**config.mk**
```make
export PLATFORM = sky130hd
export DESIGN_NAME = bmdma_regfile
export DESIGN_NICKNAME = d
export VERILOG_FILES = /design/src/rtl/bmdma_pkg.sv /design/src/rtl/bmdma_decode.sv /design/src/rtl/bmdma_channel.sv /design/src/rtl/bmdma_regfile.sv
export SDC_FILE = /design/constraint.sdc
export NUM_CORES = 1
export LEC_CHECK = 0
export BUFFER_PORTS_ARGS = -buffer_cell sky130_fd_sc_hd__buf_2
export CAP_MARGIN = 20
export CORE_MARGIN = 5
export CORE_UTILIZATION = 50
export DETAILED_ROUTE_END_ITERATION = 8
export MAX_ROUTING_LAYER = met4
export PLACE_DENSITY = 0.78
export SLEW_MARGIN = 10
export SYNTH_ARGS = -nofsm -noshare
export SYNTH_HDL_FRONTEND = slang
export SYNTH_SLANG_ARGS = --single-unit
```
**constraint.sdc**
```tcl
create_clock -name clk -period 3.2 [get_ports clk]
set_clock_uncertainty 0.2 [all_clocks]
set_input_delay 0.64 -clock clk [delete_from_list [all_inputs] [get_ports clk]]
set_output_delay 0.64 -clock clk [all_outputs]
set_load 0.005 [all_outputs]
```
**src/rtl/bmdma_pkg.sv**
```systemverilog
package bmdma_pkg;

    localparam int CH_BYTES = 8;

    // command bits
    localparam int CMD_RUN = 0;
    localparam int CMD_DIR = 3;
    // status bits
    localparam int STS_ACT = 0;
    localparam int STS_ERR = 1;
    localparam int STS_INT = 2;

    localparam logic [7:0] STS_RESET = 8'h60;

    // channel-relative offsets with their own write rules
    localparam int OFF_CMD = 0;
    localparam int OFF_STS = 2;
    localparam int OFF_PTR = 4;

    typedef enum logic {CH_IDLE, CH_RUN} ch_state_e;

    typedef enum logic [1:0] {REG_CMD, REG_STS, REG_PTR, REG_PLAIN} reg_kind_e;

    function automatic int size_bytes(logic [1:0] sz);
        case (sz)
            2'd0:    return 1;
            2'd1:    return 2;
            2'd2:    return 4;
            default: return 0;
        endcase
    endfunction

    function automatic bit is_special(int off);
        int r;
        r = off % CH_BYTES;
        return (r == OFF_CMD) || (r == OFF_STS) || (r == OFF_PTR);
    endfunction

endpackage

```
**src/rtl/bmdma_decode.sv**
```systemverilog
module bmdma_decode
    import bmdma_pkg::*;
#(
    parameter int NCH = 2,
    localparam int WIN = NCH * CH_BYTES,
    localparam int AW  = $clog2(WIN)
) (
    input  logic              acc_valid,
    input  logic              acc_write,
    input  logic              bm_enable,
    input  logic [AW-1:0]     acc_addr,
    input  logic [1:0]        acc_size,
    input  logic [31:0]       acc_wdata,
    output logic [NCH-1:0]    cmd_we,
    output logic [NCH-1:0]    sts_we,
    output logic [NCH-1:0]    ptr_we,
    output logic [WIN-1:0]    plain_we,
    output logic [WIN*8-1:0]  plain_data,
    output logic              size_bad
);

    logic      wr;
    reg_kind_e kind;
    logic      size_ok;
    int        nb;
    int        ch;
    int        off;

    assign wr = acc_valid && acc_write && bm_enable;

    always_comb begin
        nb  = size_bytes(acc_size);
        ch  = int'(acc_addr) / CH_BYTES;
        off = int'(acc_addr) % CH_BYTES;
        unique case (off)
            OFF_CMD: kind = REG_CMD;
            OFF_STS: kind = REG_STS;
            OFF_PTR: kind = REG_PTR;
            default: kind = REG_PLAIN;
        endcase
        unique case (kind)
            REG_CMD, REG_STS: size_ok = (acc_size == 2'd0);
            REG_PTR:          size_ok = (acc_size == 2'd2);
            default:          size_ok = (acc_size != 2'd3);
        endcase
    end

    assign size_bad = wr && !size_ok;

    always_comb begin
        cmd_we = '0;
        sts_we = '0;
        ptr_we = '0;
        if (wr && size_ok) begin
            for (int c = 0; c < NCH; c++) begin
                if (c == ch) begin
                    cmd_we[c] = (kind == REG_CMD);
                    sts_we[c] = (kind == REG_STS);
                    ptr_we[c] = (kind == REG_PTR);
                end
            end
        end
    end

    always_comb begin
        plain_we   = '0;
        plain_data = '0;
        for (int b = 0; b < WIN; b++) begin
            for (int i = 0; i < 4; i++) begin
                if (wr && size_ok && kind == REG_PLAIN && i < nb &&
                    int'(acc_addr) + i == b && !is_special(b)) begin
                    plain_we[b]         = 1'b1;
                    plain_data[b*8 +: 8] = acc_wdata[i*8 +: 8];
                end
            end
        end
    end

endmodule

```
**src/rtl/bmdma_channel.sv**
```systemverilog
module bmdma_channel
    import bmdma_pkg::*;
(
    input  logic                  clk,
    input  logic                  rst_n,
    input  logic                  cmd_we,
    input  logic                  sts_we,
    input  logic                  ptr_we,
    input  logic [31:0]           wdata,
    input  logic [CH_BYTES-1:0]   plain_we,
    input  logic [CH_BYTES*8-1:0] plain_data,
    input  logic                  done,
    input  logic                  err_in,
    input  logic                  dev,
    output logic [CH_BYTES*8-1:0] regs,
    output logic                  start_pulse,
    output logic                  abort_pulse,
    output logic                  abort_dev
);

    ch_state_e   state_q, state_d;
    logic [7:1]  cmd_hi_q;
    logic [7:3]  sts_hi_q;
    logic        int_q, err_q;
    logic [7:0]  spare1_q, spare3_q;
    logic [31:0] ptr_q;

    // next state: START, STOP, DONE
    always_comb begin
        state_d = state_q;
        unique case (state_q)
            CH_IDLE: if (!done && cmd_we && wdata[CMD_RUN])  state_d = CH_RUN;
            CH_RUN:  if (done)                               state_d = CH_IDLE;
                     else if (cmd_we && !wdata[CMD_RUN])     state_d = CH_IDLE;
        endcase
    end

    always_ff @(posedge clk or negedge rst_n) begin
        if (!rst_n) state_q <= CH_IDLE;
        else        state_q <= state_d;
    end

    always_ff @(posedge clk or negedge rst_n) begin
        if (!rst_n) begin
            cmd_hi_q    <= '0;
            sts_hi_q    <= STS_RESET[7:3];
            int_q       <= 1'b0;
            err_q       <= 1'b0;
            spare1_q    <= '0;
            spare3_q    <= '0;
            ptr_q       <= '0;
            start_pulse <= 1'b0;
            abort_pulse <= 1'b0;
            abort_dev   <= 1'b0;
        end else begin
            start_pulse <= (state_q == CH_IDLE) && (state_d == CH_RUN);
            abort_pulse <= (state_q == CH_RUN) && !done && cmd_we && !wdata[CMD_RUN];
            abort_dev   <= dev;
            if (cmd_we && !done) begin
                cmd_hi_q <= wdata[7:1];
                if (state_q == CH_RUN) cmd_hi_q[CMD_DIR] <= cmd_hi_q[CMD_DIR];
            end
            if (sts_we) begin
                sts_hi_q <= wdata[7:3];
                int_q    <= int_q & ~wdata[STS_INT];
                err_q    <= err_q & ~wdata[STS_ERR];
            end
            if (err_in) err_q <= 1'b1;
            if (done)   int_q <= 1'b1;
            if (ptr_we) ptr_q <= {wdata[31:2], 2'b00};
            if (plain_we[1]) spare1_q <= plain_data[15:8];
            if (plain_we[3]) spare3_q <= plain_data[31:24];
            for (int b = 5; b < CH_BYTES; b++)
                if (plain_we[b]) ptr_q[(b-4)*8 +: 8] <= plain_data[b*8 +: 8];
        end
    end

    assign regs = {ptr_q, spare3_q,
                   sts_hi_q, int_q, err_q, (state_q == CH_RUN),
                   spare1_q,
                   cmd_hi_q, (state_q == CH_RUN)};

endmodule

```
**src/rtl/bmdma_regfile.sv**
```systemverilog
module bmdma_regfile
    import bmdma_pkg::*;
(
    input  logic        clk,
    input  logic        rst_n,
    input  logic        bm_enable,
    input  logic        acc_valid,
    input  logic        acc_write,
    input  logic [3:0]  acc_addr,
    input  logic [1:0]  acc_size,
    input  logic [31:0] acc_wdata,
    output logic [31:0] acc_rdata,
    input  logic [1:0]  dev_sel,
    input  logic [1:0]  dma_done,
    input  logic [1:0]  dma_err,
    output logic [1:0]  start_req,
    output logic [31:0] start_ptr,
    output logic [1:0]  abort_req,
    output logic [1:0]  abort_drive,
    output logic        size_err
);

    localparam int NCH = 2;
    localparam int WIN = NCH * CH_BYTES;

    logic [NCH-1:0]   cmd_we, sts_we, ptr_we;
    logic [WIN-1:0]   plain_we;
    logic [WIN*8-1:0] plain_data;
    logic [WIN*8-1:0] win;
    logic [NCH-1:0]   abort_dev;
    logic             size_bad;

    bmdma_decode #(.NCH(NCH)) u_dec (
        .acc_valid(acc_valid), .acc_write(acc_write), .bm_enable(bm_enable),
        .acc_addr(acc_addr), .acc_size(acc_size), .acc_wdata(acc_wdata),
        .cmd_we(cmd_we), .sts_we(sts_we), .ptr_we(ptr_we),
        .plain_we(plain_we), .plain_data(plain_data), .size_bad(size_bad)
    );

    for (genvar c = 0; c < NCH; c++) begin : g_ch
        bmdma_channel u_ch (
            .clk(clk), .rst_n(rst_n),
            .cmd_we(cmd_we[c]), .sts_we(sts_we[c]), .ptr_we(ptr_we[c]),
            .wdata(acc_wdata),
            .plain_we(plain_we[c*CH_BYTES +: CH_BYTES]),
            .plain_data(plain_data[c*CH_BYTES*8 +: CH_BYTES*8]),
            .done(dma_done[c]), .err_in(dma_err[c]), .dev(dev_sel[c]),
            .regs(win[c*CH_BYTES*8 +: CH_BYTES*8]),
            .start_pulse(start_req[c]), .abort_pulse(abort_req[c]),
            .abort_dev(abort_dev[c])
        );
    end

    always_ff @(posedge clk or negedge rst_n) begin
        if (!rst_n) size_err <= 1'b0;
        else        size_err <= size_bad;
    end

    always_comb begin
        start_ptr   = '0;
        abort_drive = '0;
        for (int c = 0; c < NCH; c++) begin
            if (start_req[c]) start_ptr   = win[c*CH_BYTES*8 + 32 +: 32];
            if (abort_req[c]) abort_drive = {c[0], abort_dev[c]};
        end
    end

    always_comb begin
        acc_rdata = '0;
        for (int i = 0; i < 4; i++) begin
            if (i < size_bytes(acc_size) && int'(acc_addr) + i < WIN)
                acc_rdata[i*8 +: 8] = win[(int'(acc_addr) + i)*8 +: 8];
        end
    end

endmodule

```
==> metrics.md, run 1 <==
| Metric | Value |
|---|---|
| Met3 WL post-DR | `6150 µm` |
| Global-route wire length before repair | `68900 µm` |
| Synth top area share | `29.7%` |
| Post-route clock period utilization | `97.6%` |
| Slew at the pin closest to its max-slew limit | `846 ps` |
| TritonRoute pass-1 iters | `9` |
| Critical path class | `input pin to output pin` |
| Commonest non-fill, non-tap cell in the layout | `nand2_1` |
| Syn Area/Cell | `9.21 µm²` |
| Final Instance Count excl. Fillers | `1571` |
| Crit end category | `output pin` |
| Die span in y | `155 µm` |
| Max_cap viols | `0` |
| # rows | `53` |
| Fin util | `60.2%` |
| DR vias | `11300` |
| Highest metal used | `met4` |
| Chip width | `155 µm` |
| Num ports | `120` |
| Sw Share | `37.4%` |
| Drt total wl | `45800 µm` |
| Clock buffer depth | `2` |
| Top cells by area, synth | `dfrtp_1 (30%), mux2i_1 (8.9%), mux4_2 (6.0%)` |
| CTS Sinks | `129` |
| Wire per inst | `29.2 µm` |
| Initial antenna violation count | `0` |
| Synth-to-layout area growth | `19.3%` |
| YS warnings | `0` |
| Synth unique cells | `82` |
| Residual DRC count | `1` |
| Hold_ws | `-3.43 ps` |
| Antenna Cells | `0` |
| Power density over the cells | `470 nW/µm²` |
| Cell taking the most area after synthesis | `dfrtp_1` |
| Post-synth EDFFs | `0` |
| Top FF cell, synth | `dfrtp_1` |
| Mapped Cells | `1144` |
| Slew margin rel. | `43.2%` |
| Met2 WL | `19400 µm` |
| Core area | `20900 µm²` |
| CP Launch Type | `input pin` |
| Cells after DPL | `1539` |
| Sequential area share after synthesis | `30.7%` |
| Drt first-iter violations | `1842` |
| Die ar. | `24100 µm²` |
| Vias in the first global route | `10800` |
| Setup TNS | `0 ps` |
| Int Pwr | `3.70 mW` |
| Hold_buf cts | `0` |
| Hold Fails Final Rpt | `4` |
| Port Buffer Count | `117` |
| Met1 wire length | `18100 µm` |
| GRT Residual Overflow | `0` |
| Critical Path Fanout Max | `17` |
| Reg2Reg Launch Point | `g_ch[1].u_ch.state_q` |
| Most frequent cells in the layout | `nand2_1 (146), dfrtp_1 (124), buf_2 (115)` |
| Final Critical Period | `3120 ps` |
| Pre-CTS WS | `-12.3 ps` |
| GPL Wtd Cong | `1.05` |
| CTS Buf Count | `17` |
| Final setup margin | `78.2 ps` |
| Achievable Freq | `0.320 GHz` |
| Async S/R FF share, synth | `100%` |
| Combinational share of power | `24.7%` |
| Final net count | `1337` |
| Vias/cell | `7.18` |
| Status | `complete, but fails checks` |
| Static Leak | `5.78 nW` |
| Synthesis-stage register bit count | `129` |
| Final Slew Violations | `0` |
| Initial Util | `50.4%` |
| Clock tree from TritonCTS | `yes` |
| CP startpoint | `acc_addr[3]` |
| Synth Cell Area | `10500 µm²` |
| Layout cells sized above 1 | `30.1%` |
| Post-detail-place hpwl | `33900 µm` |
| Crit path DAT | `2280 ps` |
| Clk pwr share | `33.9%` |
| Largest net degree at the start of global routing | `68` |
| Switching power | `2.21 mW` |
| Antenna-violating nets left | `0` |
| Clk slew on worst S/H paths | `70 ps` |
| H-Tree Depth | `4` |
| Sequential share of power | `41.4%` |
| Maximum vdd drop | `0.000363 V` |
| WP data required | `2360 ps` |
| Clock root buffer | `clkbuf_16` |
| Setup violators final | `0` |
| Clk_lat worst skew | `430 ps` |
| Hold Crit Class | `input pin to async pin` |
| Failing checks | `DRC, hold timing` |
| Global Route Usage Sum | `38.8%` |
## final timing paths
path                                       endpoint  slack, ps  cells past startpoint
max                                   acc_rdata[16]         80                      6
min                        g_ch[1].u_ch.sts_hi_q[7]         -3                      1
max reg2reg                g_ch[1].u_ch.cmd_hi_q[3]       1690                      2
min reg2reg                g_ch[0].u_ch.cmd_hi_q[1]        320                      1
max in group asynchronous  g_ch[1].u_ch.spare3_q[1]       2010                      2
min in group clk             g_ch[0].u_ch.abort_dev        110                      1
## metal layers
metal,global-route usage [%],vias up
met2,55.6,935
met5,-,-
met4,14.2,0
met1,53.4,5455
met3,9.54,191
li1,-,4693
## registers in the layout, indices dropped and copies added, names as in the netlist
register,count
g_ch.u_ch.int_q,2
g_ch.u_ch.spare3_q,16
g_ch.u_ch.ptr_q,60
g_ch.u_ch.start_pulse,2
g_ch.u_ch.cmd_hi_q,14
g_ch.u_ch.abort_dev,2
g_ch.u_ch.state_q,2
size_err,1
g_ch.u_ch.err_q,2
g_ch.u_ch.sts_hi_q,10
g_ch.u_ch.spare1_q,16
g_ch.u_ch.abort_pulse,2
## power by group through the flow
stage	Combinational, mW	Sequential (mW)	Clock [mW]
2_1_floorplan	0.951	2.13	0
3_3_place_gp	1.40	2.42	0
3_5_place_dp	1.41	2.42	0
4_1_cts	1.42	2.39	2.00
5_1_grt	1.56	2.45	2.08
6_report	1.46	2.45	2.00
## cell families after synthesis
kind of cell,synth area share [%]
other,0.0356
and+or+nand+nor,15.5
muxes,19.8
xor gates and xnor gates,0.416
buffers and inverters,6.69
DFF,30.7
adders and majority gates,0.594
AOI/OAI and AO/OA,26.2
## Yosys cell counts (16+ instances only)
library cell and number:
nand2_1 146, dfrtp_1 125, mux2i_1 94, o21ai_0 72
nor2_1 60, mux2_2 46, clkbuf_1 41, a21oi_1 38
buf_2 31, mux4_2 28, a22o_1 27, a222oi_1 24
inv_1 24, a21o_1 23, buf_1 20, o22a_1 19
a211oi_1 18, a221oi_1 18, a22oi_1 16, buf_4 16
nand3_1 16
## layout make-up
class | instances | area [µm²]
inverters | 25 | 93.8
repair buffers | 237 | 1690
well taps | 275 | 344
clock buffers | 17 | 425
clock inverters | 15 | 166
multi-input cells | 873 | 6610
flip-flops and latches | 129 | 3230
fillers | 1822 | 8320
## through the flow
stage	area, µm²	power [mW]
after floorplan	10500	3.08
after global placement	12000	3.82
after detailed placement	12000	3.83
after CTS	12600	5.82
after global routing	12600	6.09
final	12600	5.91
## critical path: stages
cell     delay (ps)
buf_2           220
buf_4           330
nand3_1         340
nand2_1         450
nor3_1          130
buf_2           150
## what timing repair did
item                                    4_1_cts  5_1_grt
setup buffers                                 0        0
resized for setup                             0        3
endpoints found under the setup margin        0        3
Power figures use the tool's default switching activity.
==> run 2, diff against run 1 <==
--- a/config.mk
+++ b/config.mk
@@ -12,6 +12,7 @@
 export DETAILED_ROUTE_END_ITERATION = 8
 export MAX_ROUTING_LAYER = met4
 export PLACE_DENSITY = 0.78
+export REMOVE_ABC_BUFFERS = 1
 export SLEW_MARGIN = 10
 export SYNTH_ARGS = -nofsm -noshare
 export SYNTH_HDL_FRONTEND = slang
==> metrics.md, run 2 (synthesis results as in run 1) <==
| Metric | Value |
|---|---|
| Status | `complete, but fails checks` |
| Failing checks | `hold timing` |
| Chip width | `155 µm` |
| Final setup margin | `74.4 ps` |
| Static Leak | `6.10 nW` |
| Crit end category | `output pin` |
| Clock root buffer | `clkbuf_16` |
| Num ports | `120` |
| Critical Path Fanout Max | `58` |
| Commonest non-fill, non-tap cell in the layout | `buf_4` |
| Die ar. | `24100 µm²` |
| RSZ-0062 raised after global routing | `no` |
| Max FFs per register | `60` |
| GRT Residual Overflow | `0` |
| # rows | `53` |
| Antenna Cells | `0` |
| Global-route wire length before repair | `74300 µm` |
| Post-route clock period utilization | `97.7%` |
| Maximum vdd drop | `0.000331 V` |
| Most frequent cells in the layout | `buf_4 (175), nand2_1 (146), dfrtp_1 (124)` |
| Port Buffer Count | `117` |
| Clock buffer depth | `2` |
| Final Slew Violations | `0` |
| CTS Sinks | `129` |
| Slew margin rel. | `28.0%` |
| Largest net degree at the start of global routing | `71` |
| Wire per inst | `30.6 µm` |
| Vias in the first global route | `11400` |
| Largest Register | `g_ch.u_ch.ptr_q` |
| H-Tree Depth | `4` |
| R2R Setup Slk | `1690 ps` |
| Hold Fails Final Rpt | `1` |
| Final net count | `1402` |
| DR vias | `11500` |
| Residual DRC count | `0` |
| Clk_lat worst skew | `440 ps` |
| Die span in y | `155 µm` |
| Power density over the cells | `456 nW/µm²` |
| Synth-to-layout area growth | `23.8%` |
| CP Launch Type | `input pin` |
| Hold_ws | `-3.95 ps` |
| TritonRoute pass-1 iters | `8` |
| Clk slew on worst S/H paths | `60 ps` |
| Global Route Usage Sum | `42.7%` |
| Initial Util | `50.4%` |
| Drt first-iter violations | `1766` |
| Critical path class | `input pin to output pin` |
| WP data required | `2360 ps` |
| Reg2Reg Launch Point | `g_ch[1].u_ch.state_q` |
| Crit path DAT | `2290 ps` |
| Setup violators final | `0` |
| Clock tree from TritonCTS | `yes` |
| Max_cap viols | `0` |
| Regs by FF count | `g_ch.u_ch.ptr_q (60), g_ch.u_ch.spare1_q (16), g_ch.u_ch.spare3_q (16)` |
| Drt total wl | `50100 µm` |
| Antenna-violating nets left | `0` |
| Vias/cell | `7.03` |
| Layout cells sized above 1 | `33.4%` |
| Hold_buf cts | `0` |
| R2R depth | `2` |
| R2R Path End | `g_ch[1].u_ch.cmd_hi_q[3]` |
| GPL Wtd Cong | `1.07` |
| Slew at the pin closest to its max-slew limit | `1070 ps` |
| Core area | `20900 µm²` |
| Final Critical Period | `3130 ps` |
| Hold Crit Class | `input pin to async pin` |
| CTS Buf Count | `17` |
| Pre-CTS WS | `-82.3 ps` |
| Post-detail-place hpwl | `37100 µm` |
| Initial antenna violation count | `0` |
| Achievable Freq | `0.320 GHz` |
run 2: what timing repair did:
action	CTS	global route
resized for setup	2	5
setup buffers	0	0
setup endpoints to repair	1	12
endpoints found under the hold margin	0	0
run 2: worst max path at each step:
stage                     start                     end  slack (ps)  cells after the start
CTS                 acc_addr[2]           acc_rdata[24]          10                      8
floorplan           acc_addr[1]  g_ch[0].u_ch.ptr_q[29]        -120                      6
global route        acc_addr[2]            acc_rdata[1]          20                      9
detailed placement  acc_addr[0]           acc_rdata[13]         -80                      8
global placement    acc_addr[0]           acc_rdata[13]         -90                      8
finish              acc_addr[1]            acc_rdata[3]          70                      8
run 2: final cells by class:
cell class / count / area [µm²]
timing repair buffer: 302 / 2130
sequential: 129 / 3230
clock inverter: 14 / 193
multi-input combinational: 873 / 6610
fill: 1823 / 7850
tap: 275 / 344
inverter: 25 / 93.8
clock buffer: 18 / 439
run 2: stage by stage:
step	utilization [%]	instance area (µm²)	setup TNS, ps	instances	total power [mW]
6_report	62.4	13000	0	1636	5.95
5_1_grt	62.4	13000	0	1636	6.16
4_1_cts	62.4	13000	0	1636	5.90
3_5_place_dp	59.3	12400	-82.3	1604	3.73
3_3_place_gp	59.3	12400	-95.3	1604	3.72
2_1_floorplan	-	9930	-420	1027	2.96
run 2: where the power goes:
part	switching [mW]	internal (mW)	leakage, nW
clock network	0.909	1.28	0.308
logic	0.750	0.704	4.14
registers	0.414	1.89	1.65
run 2: routing by layer:
| metal | routed length (µm) | global-route usage, % | vias up |
|---|---|---|---|
| li1 | - | - | 4838 |
| met1 | 18600 | 53.6 | 5576 |
| met2 | 21500 | 61.0 | 874 |
| met3 | 6520 | 13.0 | 214 |
| met4 | 3470 | 24.5 | 0 |
| met5 | 0 | - | - |
run 2: worst max-delay path, cell delays in order:
cell and delay (ps):
buf_2 230, buf_12 290, mux4_2 340, nand2_1 90, nand2_1 50, a221oi_1 360, nor2_1 100, buf_2 140
